`src/rtl/uart_fe_pkg.sv`:
```
package uart_fe_pkg;
  // Word indices (byte offset >> 2) with direction-dependent meaning
  localparam int WORD_STATUS = 2;   // 0x08: rd status / wr baud select
  localparam int WORD_FIFO   = 3;   // 0x0C: rd rx byte / wr tx byte
  localparam int WORD_CMD    = 4;   // 0x10: rd masked irq / wr command
  localparam int WORD_MASK   = 5;   // 0x14: rd raw irq / wr mask

  localparam logic [3:0] CMD_RX_RST  = 4'd1;
  localparam logic [3:0] CMD_TX_RST  = 4'd2;
  localparam logic [3:0] CMD_CLR_ERR = 4'd3;
  localparam logic [3:0] CMD_CLR_BRK = 4'd4;
  localparam logic [3:0] CMD_BRK_ON  = 4'd5;
  localparam logic [3:0] CMD_BRK_OFF = 4'd6;
  localparam logic [3:0] CMD_CLR_CTS = 4'd7;
  localparam logic [3:0] CMD_RFR_ON  = 4'd13;
  localparam logic [3:0] CMD_RFR_OFF = 4'd14;

  localparam int IRQ_W      = 7;
  localparam int IRQ_TXLEV  = 0;
  localparam int IRQ_STALE  = 3;
  localparam int IRQ_RXLEV  = 4;
  localparam int IRQ_CTSCHG = 5;
  localparam int IRQ_CTSNOW = 6;
  localparam logic [IRQ_W-1:0] IRQ_USED = 7'b111_1001;

  // sticky flag slots
  localparam int NUM_STICKY = 4;
  localparam int STK_OVR = 0;
  localparam int STK_PFE = 1;
  localparam int STK_BRK = 2;
  localparam int STK_CTS = 3;

  typedef struct packed {
    logic rxReset;
    logic txReset;
    logic clrErr;
    logic clrBrk;
    logic brkOn;
    logic brkOff;
    logic clrCts;
    logic rfrOn;
    logic rfrOff;
  } feStrobes_t;

  typedef struct packed {
    logic wrBaud;
    logic wrTx;
    logic wrMask;
    logic rdStatus;
    logic rdFifo;
    logic rdMasked;
    logic rdRaw;
  } feAccess_t;
endpackage

```
`src/rtl/uart_fe_ctrl.sv`:
```
module uart_fe_ctrl
  import uart_fe_pkg::*;
#(
  parameter int WORD_W = 6,
  parameter int BYTE_W = 8
) (
  input  logic              clk,
  input  logic              rstN,
  input  logic [WORD_W-1:0] wordAddr,
  input  logic              busWrEn,
  input  logic              busRdEn,
  input  logic [BYTE_W-1:0] wrByte,
  output feStrobes_t        strobes,
  output feAccess_t         access,
  output logic              rxEnable,
  output logic              txEnable
);
  logic       wrCmd;
  logic [3:0] cmdCode;
  feStrobes_t nextStrobes;

  assign cmdCode = wrByte[7:4];
  assign wrCmd   = busWrEn && (wordAddr == WORD_W'(WORD_CMD));

  // direction-aliased decode
  always_comb begin
    access          = '0;
    access.wrBaud   = busWrEn && (wordAddr == WORD_W'(WORD_STATUS));
    access.wrTx     = busWrEn && (wordAddr == WORD_W'(WORD_FIFO));
    access.wrMask   = busWrEn && (wordAddr == WORD_W'(WORD_MASK));
    access.rdStatus = busRdEn && (wordAddr == WORD_W'(WORD_STATUS));
    access.rdFifo   = busRdEn && (wordAddr == WORD_W'(WORD_FIFO));
    access.rdMasked = busRdEn && (wordAddr == WORD_W'(WORD_CMD));
    access.rdRaw    = busRdEn && (wordAddr == WORD_W'(WORD_MASK));
  end

  always_comb begin
    nextStrobes = '0;
    if (wrCmd) begin
      case (cmdCode)
        CMD_RX_RST:  nextStrobes.rxReset = 1'b1;
        CMD_TX_RST:  nextStrobes.txReset = 1'b1;
        CMD_CLR_ERR: nextStrobes.clrErr  = 1'b1;
        CMD_CLR_BRK: nextStrobes.clrBrk  = 1'b1;
        CMD_BRK_ON:  nextStrobes.brkOn   = 1'b1;
        CMD_BRK_OFF: nextStrobes.brkOff  = 1'b1;
        CMD_CLR_CTS: nextStrobes.clrCts  = 1'b1;
        CMD_RFR_ON:  nextStrobes.rfrOn   = 1'b1;
        CMD_RFR_OFF: nextStrobes.rfrOff  = 1'b1;
        default:     nextStrobes = '0;
      endcase
    end
  end

  // strobes live for exactly the cycle after the write edge
  always_ff @(posedge clk or negedge rstN) begin
    if (!rstN) strobes <= '0;
    else       strobes <= nextStrobes;
  end

  // enable bits: the disable bit of a side wins
  always_ff @(posedge clk or negedge rstN) begin
    if (!rstN) begin
      rxEnable <= 1'b0;
      txEnable <= 1'b0;
    end else if (wrCmd) begin
      if (wrByte[1])      rxEnable <= 1'b0;
      else if (wrByte[0]) rxEnable <= 1'b1;
      if (wrByte[3])      txEnable <= 1'b0;
      else if (wrByte[2]) txEnable <= 1'b1;
    end
  end

  assert_single_command_R4: assert property (@(posedge clk) disable iff (!rstN)
    $onehot0(strobes));

  assert_rx_reset_timing_R4: assert property (@(posedge clk) disable iff (!rstN)
    strobes.rxReset |-> $past(wrCmd && cmdCode == CMD_RX_RST));

  assert_enable_by_command_R5: assert property (@(posedge clk) disable iff (!rstN)
    !$stable({rxEnable, txEnable}) |-> $past(wrCmd));
endmodule

```
`src/rtl/uart_fe_datapath.sv`:
```
module uart_fe_datapath
  import uart_fe_pkg::*;
#(
  parameter int DATA_W = 32,
  parameter int BYTE_W = 8
) (
  input  logic              clk,
  input  logic              rstN,
  input  feStrobes_t        strobes,
  input  feAccess_t         access,
  input  logic [BYTE_W-1:0] wrByte,
  input  logic [BYTE_W-1:0] rxData,
  input  logic              rxAvail,
  input  logic              rxFull,
  input  logic              txReady,
  input  logic              txIdle,
  input  logic              overrunIn,
  input  logic              parFrameErrIn,
  input  logic              breakIn,
  input  logic              huntIn,
  input  logic              rxLevelIn,
  input  logic              rxStaleIn,
  input  logic              txLevelIn,
  input  logic              ctsIn,
  output logic [DATA_W-1:0] busRdData,
  output logic              rxPop,
  output logic              txPush,
  output logic [BYTE_W-1:0] txData,
  output logic              rxReset,
  output logic              txReset,
  output logic [BYTE_W-1:0] baudSel,
  output logic              breakOut,
  output logic              rfrOut,
  output logic              irqOut
);
  logic [1:0]            ctsSync;
  logic                  ctsLast;
  logic                  ctsChange;
  logic [NUM_STICKY-1:0] stickySet, stickyClr, sticky;
  logic [IRQ_W-1:0]      maskQ, rawIrq, maskedIrq;
  logic [7:0]            statusByte;

  assign rxReset = strobes.rxReset;
  assign txReset = strobes.txReset;

  // CTS synchronizer and change detect
  always_ff @(posedge clk or negedge rstN) begin
    if (!rstN) begin
      ctsSync <= '0;
      ctsLast <= 1'b0;
    end else begin
      ctsSync <= {ctsSync[0], ctsIn};
      ctsLast <= ctsSync[1];
    end
  end
  assign ctsChange = ctsSync[1] ^ ctsLast;

  always_comb begin
    stickySet          = '0;
    stickyClr          = '0;
    stickySet[STK_OVR] = overrunIn;
    stickySet[STK_PFE] = parFrameErrIn;
    stickySet[STK_BRK] = breakIn;
    stickySet[STK_CTS] = ctsChange;
    stickyClr[STK_OVR] = strobes.clrErr;
    stickyClr[STK_PFE] = strobes.clrErr;
    stickyClr[STK_BRK] = strobes.clrBrk;
    stickyClr[STK_CTS] = strobes.clrCts;
  end

  // sticky flags: a new event wins over a same-edge clear
  for (genvar gi = 0; gi < NUM_STICKY; gi++) begin : g_sticky
    logic flagQ;
    always_ff @(posedge clk or negedge rstN) begin
      if (!rstN)              flagQ <= 1'b0;
      else if (stickySet[gi]) flagQ <= 1'b1;
      else if (stickyClr[gi]) flagQ <= 1'b0;
    end
    assign sticky[gi] = flagQ;
  end

  // line controls driven by command strobes
  always_ff @(posedge clk or negedge rstN) begin
    if (!rstN) begin
      breakOut <= 1'b0;
      rfrOut   <= 1'b0;
    end else begin
      if (strobes.brkOn)       breakOut <= 1'b1;
      else if (strobes.brkOff) breakOut <= 1'b0;
      if (strobes.rfrOn)       rfrOut <= 1'b1;
      else if (strobes.rfrOff) rfrOut <= 1'b0;
    end
  end

  // write-side registers
  always_ff @(posedge clk or negedge rstN) begin
    if (!rstN) begin
      baudSel <= '0;
      maskQ   <= '0;
    end else begin
      if (access.wrBaud) baudSel <= wrByte;
      if (access.wrMask) maskQ <= wrByte[IRQ_W-1:0] & IRQ_USED;
    end
  end

  always_comb begin
    rawIrq             = '0;
    rawIrq[IRQ_TXLEV]  = txLevelIn;
    rawIrq[IRQ_STALE]  = rxStaleIn;
    rawIrq[IRQ_RXLEV]  = rxLevelIn;
    rawIrq[IRQ_CTSCHG] = sticky[STK_CTS];
    rawIrq[IRQ_CTSNOW] = ctsSync[1];
  end
  assign maskedIrq = rawIrq & maskQ;
  assign irqOut    = |maskedIrq;

  assign statusByte = {huntIn, sticky[STK_BRK], sticky[STK_PFE], sticky[STK_OVR],
                       txIdle, txReady, rxFull, rxAvail};

  assign rxPop  = access.rdFifo && rxAvail;
  assign txPush = access.wrTx && txReady;
  assign txData = wrByte;

  always_comb begin
    busRdData = '0;
    if (access.rdStatus)      busRdData[7:0]        = statusByte;
    else if (access.rdFifo)   busRdData[BYTE_W-1:0] = rxAvail ? rxData : '0;
    else if (access.rdMasked) busRdData[IRQ_W-1:0]  = maskedIrq;
    else if (access.rdRaw)    busRdData[IRQ_W-1:0]  = rawIrq;
  end

  assert_overrun_sticky_R6: assert property (@(posedge clk) disable iff (!rstN)
    $fell(sticky[STK_OVR]) |-> $past(strobes.clrErr));

  assert_rfr_by_command_R8: assert property (@(posedge clk) disable iff (!rstN)
    !$stable(rfrOut) |-> $past(strobes.rfrOn || strobes.rfrOff));

  assert_cts_flag_source_R9: assert property (@(posedge clk) disable iff (!rstN)
    $rose(sticky[STK_CTS]) |-> $past(ctsSync[1] != ctsLast));

  assert_pop_needs_data_R3: assert property (@(posedge clk) disable iff (!rstN)
    rxPop |-> rxAvail);

  assert_zero_mask_drops_irq_R11: assert property (@(posedge clk) disable iff (!rstN)
    $past(access.wrMask && wrByte[IRQ_W-1:0] == '0) |-> !irqOut);
endmodule

```
`src/rtl/uart_fe_top.sv`:
```
module uart_fe_top
  import uart_fe_pkg::*;
#(
  parameter int ADDR_W = 8,
  parameter int DATA_W = 32,
  parameter int BYTE_W = 8
) (
  input  logic              clk,
  input  logic              rstN,
  input  logic [ADDR_W-1:0] busAddr,
  input  logic              busWrEn,
  input  logic              busRdEn,
  input  logic [DATA_W-1:0] busWrData,
  output logic [DATA_W-1:0] busRdData,
  input  logic [BYTE_W-1:0] rxData,
  input  logic              rxAvail,
  input  logic              rxFull,
  output logic              rxPop,
  output logic              rxReset,
  output logic              rxEnable,
  output logic [BYTE_W-1:0] txData,
  input  logic              txReady,
  input  logic              txIdle,
  output logic              txPush,
  output logic              txReset,
  output logic              txEnable,
  input  logic              overrunIn,
  input  logic              parFrameErrIn,
  input  logic              breakIn,
  input  logic              huntIn,
  input  logic              rxLevelIn,
  input  logic              rxStaleIn,
  input  logic              txLevelIn,
  input  logic              ctsIn,
  output logic              rfrOut,
  output logic              breakOut,
  output logic [BYTE_W-1:0] baudSel,
  output logic              irqOut
);
  localparam int WORD_W = ADDR_W - 2;

  feStrobes_t        strobes;
  feAccess_t         access;
  logic [BYTE_W-1:0] wrByte;
  logic              unusedBits;

  assign wrByte     = busWrData[BYTE_W-1:0];
  assign unusedBits = ^{busAddr[1:0], busWrData[DATA_W-1:BYTE_W]};

  uart_fe_ctrl #(.WORD_W(WORD_W), .BYTE_W(BYTE_W)) i_ctrl (
    .clk      (clk),
    .rstN     (rstN),
    .wordAddr (busAddr[ADDR_W-1:2]),
    .busWrEn  (busWrEn),
    .busRdEn  (busRdEn),
    .wrByte   (wrByte),
    .strobes  (strobes),
    .access   (access),
    .rxEnable (rxEnable),
    .txEnable (txEnable)
  );

  uart_fe_datapath #(.DATA_W(DATA_W), .BYTE_W(BYTE_W)) i_datapath (
    .clk           (clk),
    .rstN          (rstN),
    .strobes       (strobes),
    .access        (access),
    .wrByte        (wrByte),
    .rxData        (rxData),
    .rxAvail       (rxAvail),
    .rxFull        (rxFull),
    .txReady       (txReady),
    .txIdle        (txIdle),
    .overrunIn     (overrunIn),
    .parFrameErrIn (parFrameErrIn),
    .breakIn       (breakIn),
    .huntIn        (huntIn),
    .rxLevelIn     (rxLevelIn),
    .rxStaleIn     (rxStaleIn),
    .txLevelIn     (txLevelIn),
    .ctsIn         (ctsIn),
    .busRdData     (busRdData),
    .rxPop         (rxPop),
    .txPush        (txPush),
    .txData        (txData),
    .rxReset       (rxReset),
    .txReset       (txReset),
    .baudSel       (baudSel),
    .breakOut      (breakOut),
    .rfrOut        (rfrOut),
    .irqOut        (irqOut)
  );
endmodule

```
`config.mk`:
```
export PLATFORM = sky130hd
export DESIGN_NAME = uart_fe_top
export DESIGN_NICKNAME = d
export VERILOG_FILES = /design/src/rtl/uart_fe_pkg.sv /design/src/rtl/uart_fe_ctrl.sv /design/src/rtl/uart_fe_datapath.sv /design/src/rtl/uart_fe_top.sv
export SDC_FILE = /design/constraint.sdc
export NUM_CORES = 1
export LEC_CHECK = 0
export ABC_AREA = 0
export CAP_MARGIN = 20
export CORE_ASPECT_RATIO = 1.5
export CORE_MARGIN = 5
export CORE_UTILIZATION = 39
export CTS_BUF_LIST = sky130_fd_sc_hd__clkbuf_4 sky130_fd_sc_hd__clkbuf_8
export DETAILED_ROUTE_END_ITERATION = 10
export PLACE_DENSITY = 0.91
export SYNTH_ARGS = -nofsm -noshare
export SYNTH_HDL_FRONTEND = slang
export SYNTH_SLANG_ARGS = --single-unit
```
`constraint.sdc`:
```
create_clock -name clk -period 2.56 [get_ports clk]
set_clock_uncertainty 0.05 [all_clocks]
set_input_delay 0.384 -clock clk [delete_from_list [all_inputs] [get_ports clk]]
set_output_delay 0.384 -clock clk [all_outputs]
set_load 0.005 [all_outputs]
```
==> results.yml <==
power:
  seq_power_share: 0.428
  total_power_mw: 1.35
  max-vdd-ir-drop_mv: 0.738
  total_leakage_power_nw: 1.28
  p_comb_frac: 0.195
  power_density_nw_per_um2: 511
  p_int_mw: 1.04
  netSwitchingPower_mw: 0.304
  p_clk_frac: 0.377
  switching_share: 0.226
global_routing:
  grtUsageTotal: 0.160
  grt_pass1_vias: 1484
  antenna_found_initial: 0
  grt_pass1_wl_um: 7410
  grt_overflow_total: 0
  grt_max_degree: 34
synthesis:
  ys_async_sr_fraction: 1.00
  synthAdderAreaFrac: 0
  synth_flop_cell: "dfrtp_1"
  synth.avg_cell_area_um2: 10.3
  netlist_area_um2: 1750
  synth_compound_area_frac: 0.122
  yosys_warnings: 0
  ys_types: 34
  synth_edf_count: 0
  synth_top_area_frac: 0.473
  synth_mux_area_frac: 0.0838
  synthesis.instances: 169
  synth.area.top_cells: "dfrtp_1 47%, buf_4 14%, mux2_2 8.4%, nor3_1 2.3%, o32a_1 2.3%"
  synth_xor_area_frac: 0.00501
  synth_top_family_by_area: "buffers and inverters"
  synth_top_area_cell: "dfrtp_1"
  synth-simple-area-share: 0.141
  ys_ff_latch: 33
  ys_seq_area_frac: 0.473
placed_design:
  gp_congestion: 0.751
  dp_hpwl_um: 3490
  port_buffers: 70
  dp.cells: 286
  dp_slack_ps: -285
  placed_cell_area_um2: 2440
setup_path:
  arrival_ps: 2070
  start_kind: "input pin"
  cp_max_fo: 9
  critPathKind: "in2out"
  crit_path_end_kind: "output port"
  cp.required_ps: 2130
  r2r_start: "i_datapath.ctsSync[1]"
  critical_path.startpoint: "busAddr[6]"
outcome:
  status: "complete, no violations"
hold_path:
  min_from: "i_datapath.ctsSync[0]"
  hold_path.class: "reg2reg"
final_layout:
  layout_commonest_cell: "clkdlybuf4s50_1"
  layout_common_cells: "60 x clkdlybuf4s50_1, 33 x dfrtp_1, 24 x conb_1, 16 x buf_4, 13 x mux2_2"
  synthToLayoutAreaGrowth_pct: 51.1
  final_layout_size_suffix_gt1_frac: 0.196
  final_util: 0.617
  stdcell_area_um2: 2640
  stdcell_count: 296
  diodes: 0
  fin_nets: 313
  nFillCells: 351
route:
  routedWlPerCell_um: 15.6
  drc: 0
  routed-via-count: 1471
  wl_um: 4620
  drt_iter0_markers: 51
  drtAntennaViolNets: 0
  first_pass_iters: 4
  vias_per_cell: 4.97
floorplan:
  rows: 29
  fp.dieW_um: 64.6
  initial_utilization: 0.408
  io_pins: 121
  die_area_um2: 5940
  fp.dieH_um: 92.0
  core_um2: 4280
clocking:
  clockBufferDepth: 2
  clk-insertion-delay-late_ps: 280
  clk_pin_slew_worst_paths_ps: 70
  htreeDepth: 2
  cts_tree: "done"
  clkSinkCount: 33
  cts.root.buffer_cell: "clkbuf_8"
  hold_buffers: 0
  cts_buffers: 5
timing:
  fmax_mhz: 400
  tns_ps: 0
  period_share: 0.977
  fin_crit_ps: 2500
  whs_ps: 307
  hold_violations: 0
  worst_slack_ps: 58.8
  rsz0062_at_grt: "false"
  drv_slew: 0
  setup_viol: 0
flow_run:
  drv_cap: 0
[routing by layer]
metal	global-route usage	part of all wire	up-vias	wire length [µm]
met2	0.291	0.54	65	2490
met3	0.0477	0.074	7	344
met5	0	0	-	0
met1	0.173	0.37	700	1730
li1	-	-	699	-
met4	0.0547	0.014	0	65
[what timing repair did]
action                                  CTS  global route
pin swaps                                 2             2
endpoints found under the setup margin   10             7
resized for setup                         9            14
gates cloned                              1             0
setup buffers                             0             1
[cell families after synthesis]
logic type,count (synthesis)
muxes,13
xor gates and xnor gates,1
buffers and inverters,46
and+or+nand+nor,46
AOI/OAI and AO/OA,29
DFF,33
other,1
[layout make-up]
cell class	instances	area (µm²)	area share
clock buffers	7	90.1	0.0341
flip-flops and latches	33	826	0.313
inverters	8	30.0	0.0114
well taps	46	57.6	0.0218
multi-input cells	114	759	0.288
repair buffers	87	847	0.321
clock inverters	1	30.0	0.0114
[registers in the layout (all words and copies together), names as in the netlist]
| name | cells |
|---|---|
| i_datapath.breakOut | 1 |
| i_datapath.ctsSync | 2 |
| i_datapath.maskQ | 5 |
| i_datapath.rfrOut | 1 |
| i_datapath.ctsLast | 1 |
| i_ctrl.rxEnable | 1 |
| i_datapath.g_sticky.flagQ | 4 |
| i_ctrl.strobes | 9 |
| i_ctrl.txEnable | 1 |
| i_datapath.baudSel | 8 |
[path summary, 6_finish.rpt]
check | end | slack [ps] | depth (start not counted)
setup / recovery | busRdData[6] | 60 | 7
hold / removal | i_datapath.ctsSync[1] | 310 | 0
setup reg to reg | i_datapath.g_sticky[3].flagQ | 1710 | 2
hold reg to reg | i_datapath.ctsSync[1] | 310 | 0
max in group asynchronous | i_datapath.g_sticky[2].flagQ | 1690 | 2
min in group asynchronous | i_datapath.baudSel[2] | 460 | 2
[worst max-delay path, stage by stage]
cell	delay, ps
clkdlybuf4s50_1	420
or3_4	420
buf_8	160
buf_4	130
a211oi_2	160
o32a_1	170
dlygate4sd2_1	230
[power by group through the flow]
stage / registers [mW] / logic (mW) / clock network [mW]
final: 0.577 / 0.263 / 0.509
after detailed placement: 0.587 / 0.255 / 0
after floorplan: 0.584 / 0.111 / 0
after global placement: 0.583 / 0.249 / 0
after global routing: 0.581 / 0.288 / 0.541
after CTS: 0.577 / 0.259 / 0.522
[Yosys cell counts (2+ instances only)]
master,count
nor3_1,8
nor2_1,4
nand2_1,10
nand2b_1,2
inv_1,8
nor2b_1,3
o32a_1,4
dfrtp_1,33
a21o_1,5
nand3b_1,2
a211oi_1,4
buf_4,32
clkbuf_1,3
a41oi_1,2
o21ai_0,6
a21oi_1,5
nand3_1,6
mux2_2,13
nor4_1,4
No activity file was read; power rests on OpenSTA's default activity.
